### src/rtl/rxq_pkg.sv
package rxq_pkg;
  localparam int RXQ_DEPTH = 16;
  localparam int RXQ_DW    = 8;
  localparam int RXQ_CW    = $clog2(RXQ_DEPTH + 1);

  // threshold table indexed by the 2-bit select
  function automatic logic [RXQ_CW-1:0] trig_level(input logic [1:0] sel);
    case (sel)
      2'd0:    trig_level = RXQ_CW'(1);
      2'd1:    trig_level = RXQ_CW'(4);
      2'd2:    trig_level = RXQ_CW'(8);
      default: trig_level = RXQ_CW'(14);
    endcase
  endfunction
endpackage

### src/rtl/rxq_ring.sv
module rxq_ring #(
  parameter int DEPTH = 16,
  parameter int DW    = 8,
  localparam int SLOTS = DEPTH + 1,
  localparam int PW    = $clog2(SLOTS),
  localparam int CW    = $clog2(DEPTH + 1)
) (
  input  logic          clk,
  input  logic          rst_n,
  input  logic          clr,
  input  logic          push,
  input  logic          pop,
  input  logic [DW-1:0] wdata,
  output logic [DW-1:0] head_data,
  output logic [CW-1:0] count,
  output logic [CW-1:0] count_nxt,
  output logic          full,
  output logic          empty
);
  localparam logic [PW-1:0] LAST_PTR = PW'(SLOTS - 1);
  localparam logic [PW:0]   SLOTS_W  = (PW+1)'(SLOTS);

  logic [DW-1:0] mem [SLOTS];
  logic [PW-1:0] wp_q, rp_q, wp_d, rp_d;
  logic [PW:0]   diff;

  function automatic logic [PW-1:0] bump(input logic [PW-1:0] p);
    bump = (p == LAST_PTR) ? '0 : p + 1'b1;
  endfunction

  always_comb begin
    diff = {1'b0, wp_q} - {1'b0, rp_q};
    if (wp_q < rp_q) diff = diff + SLOTS_W;
    count     = diff[CW-1:0];
    full      = (count == CW'(DEPTH));
    empty     = (count == '0);
    count_nxt = count + CW'(push) - CW'(pop);
    head_data = mem[rp_q];
  end

  always_comb begin
    wp_d = wp_q;
    rp_d = rp_q;
    if (clr) begin
      wp_d = '0;
      rp_d = '0;
    end else begin
      if (push) wp_d = bump(wp_q);
      if (pop)  rp_d = bump(rp_q);
    end
  end

  always_ff @(posedge clk or negedge rst_n) begin
    if (!rst_n) begin
      wp_q <= '0;
      rp_q <= '0;
    end else begin
      wp_q <= wp_d;
      rp_q <= rp_d;
    end
  end

  // storage has no reset; only written slots are ever read
  always_ff @(posedge clk) begin
    if (push && !clr) mem[wp_q] <= wdata;
  end
endmodule

### src/rtl/rxq_flags.sv
module rxq_flags #(
  parameter int CW = 5
) (
  input  logic          clk,
  input  logic          rst_n,
  input  logic          clr,
  input  logic          arrive,
  input  logic          push,
  input  logic          overrun,
  input  logic          tick,
  input  logic [CW-1:0] count,
  input  logic [CW-1:0] count_nxt,
  input  logic [CW-1:0] trig,
  input  logic          stat_wr,
  input  logic          keep_rdf,
  input  logic          keep_dr,
  input  logic          err_wr,
  input  logic          err_keep,
  output logic          rdf,
  output logic          dr,
  output logic          orer,
  output logic          dma_req
);
  logic rdf_d, dr_d, orer_d, dma_d;
  logic since_q, since_d, last_q, last_d;
  logic rcvd, dr_set, rdf_hit;

  always_comb begin
    rcvd    = since_q | arrive;
    rdf_hit = push & (count_nxt >= trig);
    dr_set  = tick & ~rcvd & ~last_q & (count != '0) & (count < trig);

    since_d = tick ? 1'b0 : rcvd;
    last_d  = tick ? rcvd : last_q;

    rdf_d = rdf;
    if (stat_wr && !keep_rdf && (count < trig)) rdf_d = 1'b0;
    if (rdf_hit) rdf_d = 1'b1;

    dr_d = dr;
    if (stat_wr && !keep_dr && (count == '0)) dr_d = 1'b0;
    if (dr_set) dr_d = 1'b1;

    if (clr) begin
      rdf_d = 1'b0;
      dr_d  = 1'b0;
    end

    orer_d = orer;
    if (err_wr && !err_keep) orer_d = 1'b0;
    if (overrun) orer_d = 1'b1;

    dma_d = rdf_hit | (dr_set & ~dr & ~clr);
  end

  always_ff @(posedge clk or negedge rst_n) begin
    if (!rst_n) begin
      rdf     <= 1'b0;
      dr      <= 1'b0;
      orer    <= 1'b0;
      dma_req <= 1'b0;
      since_q <= 1'b0;
      last_q  <= 1'b0;
    end else begin
      rdf     <= rdf_d;
      dr      <= dr_d;
      orer    <= orer_d;
      dma_req <= dma_d;
      since_q <= since_d;
      last_q  <= last_d;
    end
  end
endmodule

### src/rtl/rx_trig_fifo.sv
module rx_trig_fifo
  import rxq_pkg::*;
#(
  parameter int DEPTH = RXQ_DEPTH,
  parameter int DW    = RXQ_DW,
  localparam int CW   = $clog2(DEPTH + 1)
) (
  input  logic          clk,
  input  logic          rst_n,
  input  logic          rx_valid,
  input  logic [DW-1:0] rx_byte,
  input  logic          frame_tick,
  input  logic          rd_en,
  input  logic          rx_enable,
  input  logic          rie,
  input  logic          eie,
  input  logic [1:0]    trig_sel,
  input  logic          fifo_clr,
  input  logic          stat_wr,
  input  logic          stat_keep_rdf,
  input  logic          stat_keep_dr,
  input  logic          err_wr,
  input  logic          err_keep,
  output logic [DW-1:0] rd_data,
  output logic [CW-1:0] rx_count,
  output logic          rdf,
  output logic          dr,
  output logic          orer,
  output logic          rx_irq,
  output logic          err_irq,
  output logic          dma_req
);
  logic          allow, push, pop, overrun, full, empty;
  logic [CW-1:0] count_nxt, trig;
  logic [DW-1:0] head_data, rd_data_d;

  always_comb begin
    trig    = CW'(trig_level(trig_sel));
    allow   = rx_valid & rx_enable & ~orer;
    push    = allow & ~full & ~fifo_clr;
    overrun = allow & full;
    pop     = rd_en & ~empty & ~fifo_clr;
  end

  rxq_ring #(.DEPTH(DEPTH), .DW(DW)) u_ring (
    .clk       (clk),
    .rst_n     (rst_n),
    .clr       (fifo_clr),
    .push      (push),
    .pop       (pop),
    .wdata     (rx_byte),
    .head_data (head_data),
    .count     (rx_count),
    .count_nxt (count_nxt),
    .full      (full),
    .empty     (empty)
  );

  rxq_flags #(.CW(CW)) u_flags (
    .clk       (clk),
    .rst_n     (rst_n),
    .clr       (fifo_clr),
    .arrive    (allow),
    .push      (push),
    .overrun   (overrun),
    .tick      (frame_tick),
    .count     (rx_count),
    .count_nxt (count_nxt),
    .trig      (trig),
    .stat_wr   (stat_wr),
    .keep_rdf  (stat_keep_rdf),
    .keep_dr   (stat_keep_dr),
    .err_wr    (err_wr),
    .err_keep  (err_keep),
    .rdf       (rdf),
    .dr        (dr),
    .orer      (orer),
    .dma_req   (dma_req)
  );

  always_comb begin
    rd_data_d = rd_data;
    if (rd_en) rd_data_d = pop ? head_data : '0;
  end

  always_ff @(posedge clk or negedge rst_n) begin
    if (!rst_n) rd_data <= '0;
    else        rd_data <= rd_data_d;
  end

  always_comb begin
    rx_irq  = rie & (rdf | dr);
    err_irq = (rie | eie) & orer;
  end
endmodule

### config.mk
export PLATFORM = sky130hd
export DESIGN_NAME = rx_trig_fifo
export DESIGN_NICKNAME = d
export VERILOG_FILES = /design/src/rtl/rxq_pkg.sv /design/src/rtl/rxq_ring.sv /design/src/rtl/rxq_flags.sv /design/src/rtl/rx_trig_fifo.sv
export SDC_FILE = /design/constraint.sdc
export NUM_CORES = 1
export LEC_CHECK = 0
export ABC_AREA = 1
export BUFFER_PORTS_ARGS = -buffer_cell sky130_fd_sc_hd__buf_2
export CAP_MARGIN = 0
export CORE_MARGIN = 3
export CORE_UTILIZATION = 50
export DETAILED_ROUTE_END_ITERATION = 8
export HOLD_SLACK_MARGIN = 0.03
export PLACE_DENSITY_LB_ADDON = 0.05
export SLEW_MARGIN = 40
export SYNTH_ARGS = -nofsm -noshare
export SYNTH_HDL_FRONTEND = slang
export SYNTH_SLANG_ARGS = --single-unit
### constraint.sdc
create_clock -name clk -period 4.2 [get_ports clk]
set_clock_uncertainty 0.15 [all_clocks]
set_input_delay 0.63 -clock clk [delete_from_list [all_inputs] [get_ports clk]]
set_output_delay 0.63 -clock clk [all_outputs]
set_load 0.02 [all_outputs]
[Word-level counts from Yosys, hierarchy flattened]
Memory sizes are Yosys's and may differ from the RTL's.
Cells that the tools add are included.
Storage, ports and cells
  bits in writable memories: 136
  bits of input ports: 24
  logic and storage cells: 89
  memories: 1
  register bits after elaboration: 24
  output and inout port bits: 19
Memories
  u_ring.mem: words 17, bits a word 8, rd ports 1, clocked after memory_dff 0, wr ports 1, line rxq_ring.sv:23  | logic [DW-1:0] mem [SLOTS];
Cells by class
  reductions and logical operators: 18
  magnitude comparators: 3
  $add $sub $neg: 6
  multiplexer cells: 20
  eq/ne operators: 5
  bitwise operators: 27
Operators by type and width (count)
  $mux W5: 7
  $and A1 B1 Y1: 16
  $eq A5 B5 Y1 const B: 3
  $pmux W4 S3: 1
  $mux W1: 11
  $add A5 B1 Y5 const B: 2
  $mux W8: 1
  $not A1 Y1: 7
  $logic_and A1 B1 Y1: 6
  $reduce_bool A2 Y1: 3
  $reduce_bool A3 Y1: 2
  $add A5 B1 Y5: 1
  $add A5 B5 Y5 const B: 1
  $ge A5 B4 Y1: 1
  $logic_not A5 Y1: 1
  $lt A5 B4 Y1: 1
  $lt A5 B5 Y1: 1
  $reduce_bool A5 Y1: 1
  $sub A5 B1 Y5: 1
  $sub A5 B5 Y5: 1
  $logic_not A1 Y1: 4
  $or A1 B1 Y1: 4
  $eq A2 B1 Y1 const B: 1
  $eq A2 B2 Y1 const B: 1
  $logic_not A2 Y1: 1

[Logic depth before layout (Yosys ltp)]
Gate-level depths: netlist of the first run.
  word-level depth: 13
  mapped depth: 32
  mapped depth without buffers: 31

[Cells and area by module]
From an unflattened synthesis of the first run, not the netlist that was laid out.
Unflattened totals
  cell total of the unflattened synthesis: 709
  area, all modules: 7499.7 um^2
Modules (own cells, without submodules)
  rxq_ring: area each 6557.5 um^2, sequential area each 4334.2 um^2, times used 1, cells an instance 581
  rxq_flags: area each 529.3 um^2, sequential area each 150.1 um^2, times used 1, cells an instance 75
  rx_trig_fifo: area each 412.9 um^2, sequential area each 200.2 um^2, times used 1, cells an instance 53

[Least setup slack after synthesis of the first run]
Ideal clock, no wire load.
  path type: register -> register
  from: reg u_ring.rp_q[1]
  to: reg u_flags.dma_req
  buffers on the path: 2
  clock period less this slack: 4.974 ns
  data required time: 3.932 ns
  setup time: 0.118 ns
  stages on the path, launching flop included: 27
  data arrival time: 4.706 ns
  slack: -0.774 ns
  cells stage by stage: dfrtp_1 -> buf_2 -> inv_1 -> clkbuf_1 -> fa_1 -> ha_1 -> inv_1 -> nor2_1 -> xnor2_1 -> inv_1 -> ha_1 -> inv_1 -> nor2_4 -> nand4_2 -> nand2_4 -> nor2_4 -> ha_1 -> inv_1 -> ha_1 -> fa_1 -> ha_1 -> a21oi_1 -> o21bai_1 -> a21oi_1 -> nand3_1 -> nand2_1 -> nand2_1
On the way
  word-level cells in the longest chain between the ends: 12
  elaborated cells between the ends (all ways): 23
  classes of those cells: add/sub: 4; order compare: 3; eq/ne: 1; mux: 1; bitwise: 12; reduce/logical: 2
Ends and longest elaborated chain
  start, declared: line rxq_ring.sv:24  | logic [PW-1:0] wp_q, rp_q, wp_d, rp_d;
  start signal, assigned: line rxq_ring.sv:59  | rp_q <= rp_d;
  $sub A5 B5 Y5: line rxq_ring.sv:32  | diff = {1'b0, wp_q} - {1'b0, rp_q};
  $add A5 B5 Y5: line rxq_ring.sv:33  | if (wp_q < rp_q) diff = diff + SLOTS_W;
  $mux W5 (*): line rxq_ring.sv:33
  net rx_count[2]: line rx_trig_fifo.sv:25  | output logic [CW-1:0] rx_count,
  $eq A5 B5 Y1: line rxq_ring.sv:35  | full = (count == CW'(DEPTH));
  $not A1 Y1: line rx_trig_fifo.sv:40  | push = allow & ~full & ~fifo_clr;
  $and A1 B1 Y1 (2 in series): line rx_trig_fifo.sv:40
  $add A5 B1 Y5: line rxq_ring.sv:37  | count_nxt = count + CW'(push) - CW'(pop);
  $sub A5 B1 Y5: line rxq_ring.sv:37
  $ge A5 B4 Y1: line rxq_flags.sv:30  | rdf_hit = push & (count_nxt >= trig);
  $and A1 B1 Y1: line rxq_flags.sv:30
  $or A1 B1 Y1 (*): line rxq_flags.sv:53  | dma_d = rdf_hit | (dr_set & ~dr & ~clr);
  net u_flags.dma_d: line rxq_flags.sv:24  | logic rdf_d, dr_d, orer_d, dma_d;
  end signal, assigned: line rxq_flags.sv:68  | dma_req <= dma_d;
  end, declared: line rxq_flags.sv:22  | output logic dma_req
Mark *: on every way through the listed nets, which the timed path passes. The rest lies on a longest branch.
A chain may end at the register's enable or synchronous reset.

[Final worst setup path of the first run]
  from: reg u_ring.wp_q[0]
  to: reg u_flags.dma_req
On the way
  word-level cells in the longest chain between the ends: 12
  elaborated cells between the ends (all ways): 23
  classes of those cells: add/sub: 4; order compare: 3; eq/ne: 1; mux: 1; bitwise: 12; reduce/logical: 2
Ends and longest elaborated chain
  start, declared: line rxq_ring.sv:24
  start signal, assigned: line rxq_ring.sv:58  | wp_q <= wp_d;
  $sub A5 B5 Y5: line rxq_ring.sv:32
  $add A5 B5 Y5: line rxq_ring.sv:33
  $mux W5 (*): line rxq_ring.sv:33
  $eq A5 B5 Y1: line rxq_ring.sv:35
  $not A1 Y1: line rx_trig_fifo.sv:40
  $and A1 B1 Y1 (2 in series): line rx_trig_fifo.sv:40
  $add A5 B1 Y5: line rxq_ring.sv:37
  $sub A5 B1 Y5: line rxq_ring.sv:37
  $ge A5 B4 Y1: line rxq_flags.sv:30
  $and A1 B1 Y1: line rxq_flags.sv:30
  $or A1 B1 Y1 (*): line rxq_flags.sv:53
  net u_flags.dma_d: line rxq_flags.sv:24
Marked as above.

==> results of run 1 <==
what timing repair did:
| item | in CTS | in global routing |
|---|---|---|
| setup buffers | 5 | 3 |
| gates resized for setup | 6 | 1 |
| setup endpoints to repair | 2 | 2 |
| pin swaps | 5 | 3 |
| endpoints found under the hold margin | 0 | 0 |
logic make-up after synthesis:
| kind of cell | count (synthesis) |
|---|---|
| buf+inv | 76 |
| xor+xnor | 7 |
| compound gates | 81 |
| simple gates | 349 |
| fa+ha+maj | 27 |
| flops | 160 |
metal layers:
metal  track usage  vias up  part of all wire
met2         0.362      157              0.48
met5             0        -                 0
met4        0.0624        0             0.011
li1              -     2579                 -
met1         0.306     2607              0.46
met3        0.0423       14             0.049
worst reg2reg max path: cells and delay by family (launching register included):
family          cells  cell delay, ps
fa+ha+maj           8            2040
simple gates        7             540
buf+inv             8             520
flops               1             380
xor+xnor            2             310
compound gates      2             200
metrics by stage:
step,total power (W),TNS (ps),hold WS (ps),std cells
after global placement,0.00389,-73.2,313,937
after global routing,0.00573,-471,87.4,977
after floorplan,0.00336,-208,184,700
after detailed placement,0.00393,-255,318,937
after CTS,0.00538,-39.2,53.1,974
final,0.00540,-19.1,52.7,977
power by group through the flow:
stage	registers (W)	clock network [W]	logic, W
floorplan	0.00190	0	0.00146
global route	0.00183	0.00148	0.00242
CTS	0.00182	0.00142	0.00214
detailed placement	0.00185	0	0.00208
global placement	0.00185	0	0.00204
finish	0.00182	0.00141	0.00217
cell usage after synthesis, types with 2 or more instances:
library cell  number
clkbuf_1           9
o2111ai_1          6
o21bai_1           2
buf_4              2
ha_1              25
nor2_4             2
xnor2_1            2
dfrtp_1           24
nand3_1           63
a22oi_1            7
inv_1             44
nand3b_1           3
nand2_2            5
buf_1              4
edfxtp_1         136
a21oi_1           34
buf_2             11
o22ai_1            5
nand2_1          204
nand3_4            4
clkbuf_8           2
fa_1               2
nand2_4            8
xor2_1             5
a32o_1             8
o21ai_0           13
nor2_2             4
nor3_1             3
nor2_1            48
registers in the layout, indices dropped and copies added (netlist names):
signal	flops
u_ring.rp_q	5
u_flags.last_q	1
u_flags.orer	1
u_flags.dr	1
u_flags.since_q	1
rd_data	8
u_flags.dma_req	1
u_ring.wp_q	5
u_ring.mem	136
u_flags.rdf	1
cell type report:
type                            count  area (um^2)
Sequential cell                   160         4690
Tap cell                          184          230
Multi-Input combinational cell    464         2650
Timing Repair Buffer               89          567
Fill cell                        1208         5780
Inverter                           48          196
Clock inverter                     10         87.6
Clock buffer                       22          444
path summary, 6_finish.rpt:
kind	cells after the start	end	start	slack, ps
min in group clk	2	u_flags.since_q	frame_tick	240
worst min register to register	2	rd_data[5]	rd_data[5]	330
worst min-delay path	1	u_flags.dma_req	rst_n	50
worst max register to register	27	u_flags.dma_req	u_ring.wp_q[0]	-10
max in group asynchronous	1	u_ring.rp_q[0]	rst_n	3440
worst max-delay path	27	u_flags.dma_req	u_ring.wp_q[0]	-10
==> run summary, run 1 <==
Area post-placement: 0.00824 mm^2
Cell variety after synth: 44
Transition time of the tightest slew-check pin: 770 ps
Cell area after synthesis: 0.00753 mm^2
Sequential share of power: 0.337
CTS clk-pin slew, worst paths: 60 ps
Ys flop type: edfxtp_1
Mux cell area share after synthesis: 0
Area leader, netlist: edfxtp_1
Critical Path End Type: register
Synth Warn #: 0
Full die area: 0.0166 mm^2
Drt initial violations: 425
Slew Limit Fails: 0
Routed wire length: 17800 um
Status: finished with violations
Design Area, Final: 0.00886 mm^2
Total core area: 0.0146 mm^2
RSZ-0062 raised after global routing: true
RePlAce Congestion: 0.840
Leakage power: 3.64 nW
Worst EP required: 4360 ps
Fmax: 0.238 GHz
Die boundary width: 129 um
WP buf/inv: 8
CTS Buf Count: 17
Row cnt: 44
CTS Root Cell: clkbuf_16
Post-synthesis compound-gate area fraction: 0.0689
Dominant cells by area after synthesis: edfxtp_1 54%, nand2_1 10%, dfrtp_1 8.0%
CP Max Fanout: 3
Post-DP HPWL: 11800 um
Final Setup Violations: 2
ANT nets after route: 0
CP startpoint kind: register
Die height: 129 um
Synth Area in XOR/XNOR: 0.00814
Vias per cell: 5.48
Clock power frac: 0.260
Layout cell share with drive strength beyond 1: 0.212
Vias: 5357
Syn Nets: 751
Fin util: 0.605
Drt first pass iters: 5
Area share of the leading cell type in the synthesized netlist: 0.542
Hold WC Path Type: in -> async
Total gr overflow: 0
Most common cell after layout, fill and taps aside: nand2_1
Slew headroom: 0.486
Syn avg cell area: 10.8 um^2
Largest family of logic cells by synthesized area: simple AND/OR/NAND/NOR gates
P_sw: 0.00195 W
Final setup margin: -9.95 ps
P per Cell Area: 609 mW/mm^2
Post-synthesis adder-cell area fraction: 0.0468
Tcrit/Tclk final: 1.00
Nets: 831
Internal: 0.00345 W
WL per Instance: 18.2 um
Share of flip-flops with an asynchronous set or reset: 0.150
Max Cap Viol: 0
Largest net degree at the start of global routing: 69
Post-synth EDFFs: 136
IO Count: 43
CP Class: reg -> reg
Crit path DAT: 4370 ps
Fin. Hold Viols: 0
Tot GR Track Use: 0.222
FF+latch count, synth: 160
Area delta synth->final: 17.7%
Comb pwr share: 0.403
Hold buffers post-CTS: 0
Clock net sink count: 160
Dpl ws: -128 ps
Initial Util: 0.514
Maximum clock insertion buffer count: 2
Commonest cells after routing, fill and taps aside: 202 x nand2_1, 136 x edfxtp_1, 63 x nand3_1
Worst path max stage delay: 560 ps
Vias in the first global route: 5147
Initial antenna violation count: 0
PortBufs: 42
Post-Syn Instances: 700
Top delay family on crit path: adder cells
Sequential area share after synthesis: 0.622
Simple-Gate Fraction of Synth Area: 0.210
First-pass GRT wire length: 27800 um
TritonCTS clock tree: done
Net Sw Frac: 0.362
Failing checks: negative setup slack
Slowest CP cell: fa_2
Clk_lat worst skew: 410 ps
Post-route DRC: 0
Maximum level of the CTS H-tree: 4
Minimum clock period: 4210 ps
Peak VDD IR: 0.382 mV
Antenna cells: 0
Power figures use the tool's default switching activity.
==> run 2, diff against run 1 <==
Settings changed: CTS_BUF_LIST set to sky130_fd_sc_hd__clkbuf_4.
==> run 2 against run 1 <==
Net effect:
- the run still ends with negative setup slack left
- die area unchanged
- combinational power is essentially flat
- sequential share of layout area grew 1.6 points
- flip-flop and latch count is the same
- final cell count increased by 0.20%
- maximum frequency fell by 0.11%
- highest routed layer unchanged
==> run summary, run 2 (same netlist as run 1, synthesis figures left out) <==
Status: finished with violations
Failing checks: negative setup slack
CTS clk-pin slew, worst paths: 120 ps
RSZ-0062 raised after global routing: true
Post-DP HPWL: 11800 um
Tot GR Track Use: 0.220
Fmax: 0.237 GHz
Largest net degree at the start of global routing: 69
ANT nets after route: 0
RePlAce Congestion: 0.840
Met1 Track Usage GR: 0.308
Full die area: 0.0166 mm^2
Total Power: 0.00483 W
TritonCTS clock tree: done
Post-route DRC: 0
Total gr overflow: 0
Nets: 833
Clock net sink count: 160
CP startpoint kind: register
Most common cell after layout, fill and taps aside: nand2_1
CP Class: reg -> reg
Net Sw Frac: 0.387
Antenna cells: 0
Drt first pass iters: 5
Sequential share of power: 0.376
Peak VDD IR: 0.398 mV
Routed wire length: 17500 um
P per Cell Area: 561 mW/mm^2
Worst EP required: 4500 ps
Maximum clock insertion buffer count: 2
Clock power frac: 0.174
Vias per cell: 5.42
Hold WC Path Type: in -> reg
CP Max Fanout: 3
Comb pwr share: 0.450
Largest register FFs: 136
CTS Root Cell: clkbuf_4
Tcrit/Tclk final: 1.00
Maximum level of the CTS H-tree: 4
Vias in the first global route: 5133
IO Count: 43
P_sw: 0.00187 W
Global routing's busiest layer: met2
Internal: 0.00296 W
Regs by FF count: u_ring.mem x136, rd_data x8
Final Setup Violations: 2
Leakage power: 3.54 nW
WL per Instance: 17.8 um
Grt met3 use: 0.0403
First-pass GRT wire length: 27500 um
Die height: 129 um
Total core area: 0.0146 mm^2
Commonest cells after routing, fill and taps aside: 202 x nand2_1, 136 x edfxtp_1, 63 x nand3_1
Final setup margin: -14.7 ps
Transition time of the tightest slew-check pin: 758 ps
Fin. Hold Viols: 0
Layout cell share with drive strength beyond 1: 0.219
Vias: 5309
Crit path DAT: 4510 ps
Minimum clock period: 4210 ps
Hold slack: 108 ps
Slew Limit Fails: 0
Slew headroom: 0.495
Largest Register: u_ring.mem
PortBufs: 42
CTS Buf Count: 17
Area delta synth->final: 14.2%
Row cnt: 44
Dpl ws: -128 ps
Initial antenna violation count: 0
Fin util: 0.587
Hold path cells: 2
Clk_lat worst skew: 540 ps
Setup TNS: -28.6 ps
Initial Util: 0.514
Max Cap Viol: 0
Critical Path End Type: register
Met2 usage: 0.357
R2R cell count: 27
Die boundary width: 129 um
Drt initial violations: 410
[run 2: changes by cell type in the layout (fill, tap and decap cells not counted), sizes merged]
cell | before | now
buf | 89 | 90
dlygate4sd3 | 0 | 1
[run 2: metal layers]
layer / wire length, um / part of all wire
met5: 0 / 0
met4: 203 / 0.012
met3: 810 / 0.046
met2: 8300 / 0.48
met1: 8140 / 0.47
[run 2: per-stage QoR]
step	area [um^2]	instances
floorplan	7670	700
global placement	8240	937
detailed placement	8240	937
CTS	8570	975
global route	8600	979
finish	8600	979
[run 2: what timing repair did]
action	in CTS	in global routing
pin swaps	5	3
endpoints found under the setup margin	2	2
hold buffers	1	0
endpoints found under the hold margin	24	0
gates resized for setup	6	1
buffers inserted	5	4
[run 2: power groups by stage]
stage | registers (W) | clock network (W) | logic [W]
2_1_floorplan | 0.00190 | 0 | 0.00146
3_3_place_gp | 0.00185 | 0 | 0.00204
3_5_place_dp | 0.00185 | 0 | 0.00208
4_1_cts | 0.00182 | 0.000855 | 0.00214
5_1_grt | 0.00182 | 0.000924 | 0.00242
6_report | 0.00182 | 0.000838 | 0.00217
[run 2: final cells by class]
cell class	count	area (um^2)
inverter	48	196
tap	184	230
clock inverter	10	87.6
clock buffer	22	165
fill	1238	6040
multi-input combinational	464	2650
timing repair buffer	91	584
sequential	160	4690
[run 2: critical path, cell delays in order, from the launching register on]
cell and delay, ps:
dfrtp_1 400, inv_2 80, ha_4 120, inv_2 40, fa_2 560, ha_4 150
inv_4 40, nor2_4 120, xnor2_4 140, inv_2 70, ha_4 150, inv_2 60
nor2_4 40, buf_6 120, nand3_4 80, nand3_4 80, ha_4 270, inv_2 40
ha_4 150, fa_2 350, xor2_1 170, ha_1 290, inv_1 70, o21bai_1 70
a21oi_1 130, nand3_1 90, nand2_1 80, nand2_1 50
[run 2: path summary, 6_finish.rpt]
check	endpoint	slack, ps	start
worst max register to register	u_flags.dma_req	-10	u_ring.wp_q[0]
worst min register to register	rd_data[5]	340	rd_data[5]
worst min-delay path	u_flags.since_q	110	frame_tick
min in group asynchronous	u_flags.dma_req	450	rst_n
worst max-delay path	u_flags.dma_req	-10	u_ring.wp_q[0]
max in group asynchronous	u_ring.rp_q[0]	3040	rst_n
==> run 3, diff against run 2 <==
Clock period 4.2 ns to 5.1 ns, I/O delays scaled along.
==> run 3 against run 2 <==
Net effect:
- critical path depth is 1 higher
- largest cell class unchanged
- hold slack better by 90 ps
- first-iteration DRC count is 0.24% higher
- global-route usage hardly changed
- the flow now finishes without violations
- via count is 2.7% lower
- flip-flop and latch count stayed put
- critical path type unchanged
- count of clock-buffer cells in the layout is 5 lower
==> run summary, run 3 (same netlist as run 1, synthesis figures left out) <==
Area post-placement: 0.00788 mm^2
Peak VDD IR: 0.253 mV
Cell mode on critical path: inv_1
Tcrit/Tclk final: 0.926
Setup TNS: 0 ps
CP Max Fanout: 10
Die height: 129 um
Tot GR Track Use: 0.220
Multi-input logic area: 0.00254 mm^2
Total gr overflow: 0
Die boundary width: 129 um
PortBufs: 42
Top delay family on crit path: adder cells
Critical Path End Type: register
Max Cap Viol: 0
Minimum clock period: 4720 ps
CP endpoint: u_flags.rdf
IO Count: 43
Design Area, Final: 0.00824 mm^2
Full die area: 0.0166 mm^2
Fill count: 1295
Routed wire length: 17300 um
Hold WC Path Type: in -> reg
WL per Instance: 18.4 um
Post-DP HPWL: 11700 um
Slowest CP cell: fa_1
Largest register FFs: 136
WP depth: 28
Hold wc startpoint: frame_tick
Initial antenna violation count: 1
CTS clk-pin slew, worst paths: 150 ps
Status: complete, no violations
Worst Setup SP: u_ring.wp_q[0]
P per Cell Area: 467 mW/mm^2
WP buf/inv: 7
CTS Buf Count: 17
Maximum level of the CTS H-tree: 4
Layout cell share with drive strength beyond 1: 0.159
Slew headroom: 0.467
Drt initial violations: 411
Fin. Hold Viols: 0
Maximum clock insertion buffer count: 2
Worst path max stage delay: 510 ps
TritonCTS clock tree: done
RePlAce Congestion: 0.914
Commonest cells after routing, fill and taps aside: 204 x nand2_1, 136 x edfxtp_1, 63 x nand3_1
Register area: 0.00469 mm^2
Vias: 5164
Reg2reg setup slack: 380 ps
Worst EP required: 5440 ps
Largest net degree at the start of global routing: 69
Final Setup Violations: 0
CTS Root Cell: clkbuf_4
ANT nets after route: 0
CP startpoint kind: register
Crit path DAT: 5060 ps
Slew Limit Fails: 0
Fmax: 0.212 GHz
Vias in the first global route: 5032
Reg-to-reg critical path endpoint: u_flags.rdf
Largest Register: u_ring.mem
Row cnt: 44
Initial Util: 0.514
Vias per cell: 5.50
Area delta synth->final: 9.32%
Regs by FF count: u_ring.mem x136, rd_data x8
Post-route DRC: 0
Clk_lat worst skew: 570 ps
Leakage power: 3.34 nW
Worst reg2reg path startpoint: u_ring.wp_q[0]
Total core area: 0.0146 mm^2
CP Class: reg -> reg
First-pass GRT wire length: 27300 um
RSZ-0062 raised after global routing: false
Drt first pass iters: 5
Transition time of the tightest slew-check pin: 797 ps
R2R cell count: 28
Most common cell after layout, fill and taps aside: nand2_1
Clock net sink count: 160
Nets: 792
==> run 3: cell types whose count changed in the layout (fill, tap and decap cells not counted), moves of 4 or more <==
cell	previous run	this run
clkbuf_4	22	17
nor2_2	4	8
inv_2	7	1
ha_1	19	25
buf_4	47	7
inv_1	34	43
ha_4	6	0
==> run 3: repair_timing <==
| item | CTS | global route |
|---|---|---|
| buffers inserted | 0 | 0 |
| endpoints found under the setup margin | 0 | 2 |
| endpoints found under the hold margin | 24 | 0 |
| hold buffers | 1 | 0 |
| resized for setup | 0 | 4 |
==> run 3: report_power, final <==
part / internal [W] / switching (W)
registers: 0.00147 / 0.0000277
clock network: 0.000346 / 0.000472
logic: 0.000524 / 0.00100
==> run 3: worst reg2reg max path: cells and delay by family, from the launching register on <==
kind,cells,cell delay (ps)
AND/OR/NAND/NOR,11,1130
buffers and inverters,7,540
flip-flops,1,460
AO/OA/AOI/OAI,2,200
XOR/XNOR,1,190
adder cells (fa/ha/maj),7,2010
==> run 3: final cells by class <==
| class | count | share of cell area |
|---|---|---|
| Sequential cell | 160 | 0.569 |
| Multi-Input combinational cell | 464 | 0.308 |
| Timing Repair Buffer | 50 | 0.0331 |
| Tap cell | 184 | 0.0280 |
| Clock inverter | 15 | 0.0229 |
| Inverter | 48 | 0.0229 |
| Clock buffer | 17 | 0.0155 |
| Antenna cell | 1 | 0.000304 |
==> run 3: worst min-delay path by stage <==
stage	endpoint	slack [ps]	cells after the start
floorplan	rd_data[0]	320	0
global placement	rd_data[4]	310	2
detailed placement	rd_data[4]	320	2
CTS	u_flags.since_q	170	2
global route	u_flags.since_q	170	2
finish	u_flags.since_q	200	2
==> run 3: through the flow <==
| step | std cells | setup WS (ps) | utilization | hold WS (ps) | power, W |
|---|---|---|---|---|---|
| final | 939 | 375 | 0.562 | 198 | 0.00384 |
| after global routing | 939 | 38.7 | 0.562 | 165 | 0.00412 |
| after CTS | 938 | 246 | 0.560 | 166 | 0.00386 |
| after detailed placement | 905 | 268 | 0.538 | 316 | 0.00304 |
| after global placement | 905 | 419 | 0.538 | 314 | 0.00300 |
| after floorplan | 700 | 126 | - | 318 | 0.00264 |
==> run 3: metal layers <==
layer / vias to the layer above / global-route usage / share of wire
met5: - / 0 / 0
met4: 0 / 0.0723 / 0.018
met3: 22 / 0.0440 / 0.049
met2: 140 / 0.351 / 0.47
met1: 2501 / 0.305 / 0.46
li1: 2501 / - / -
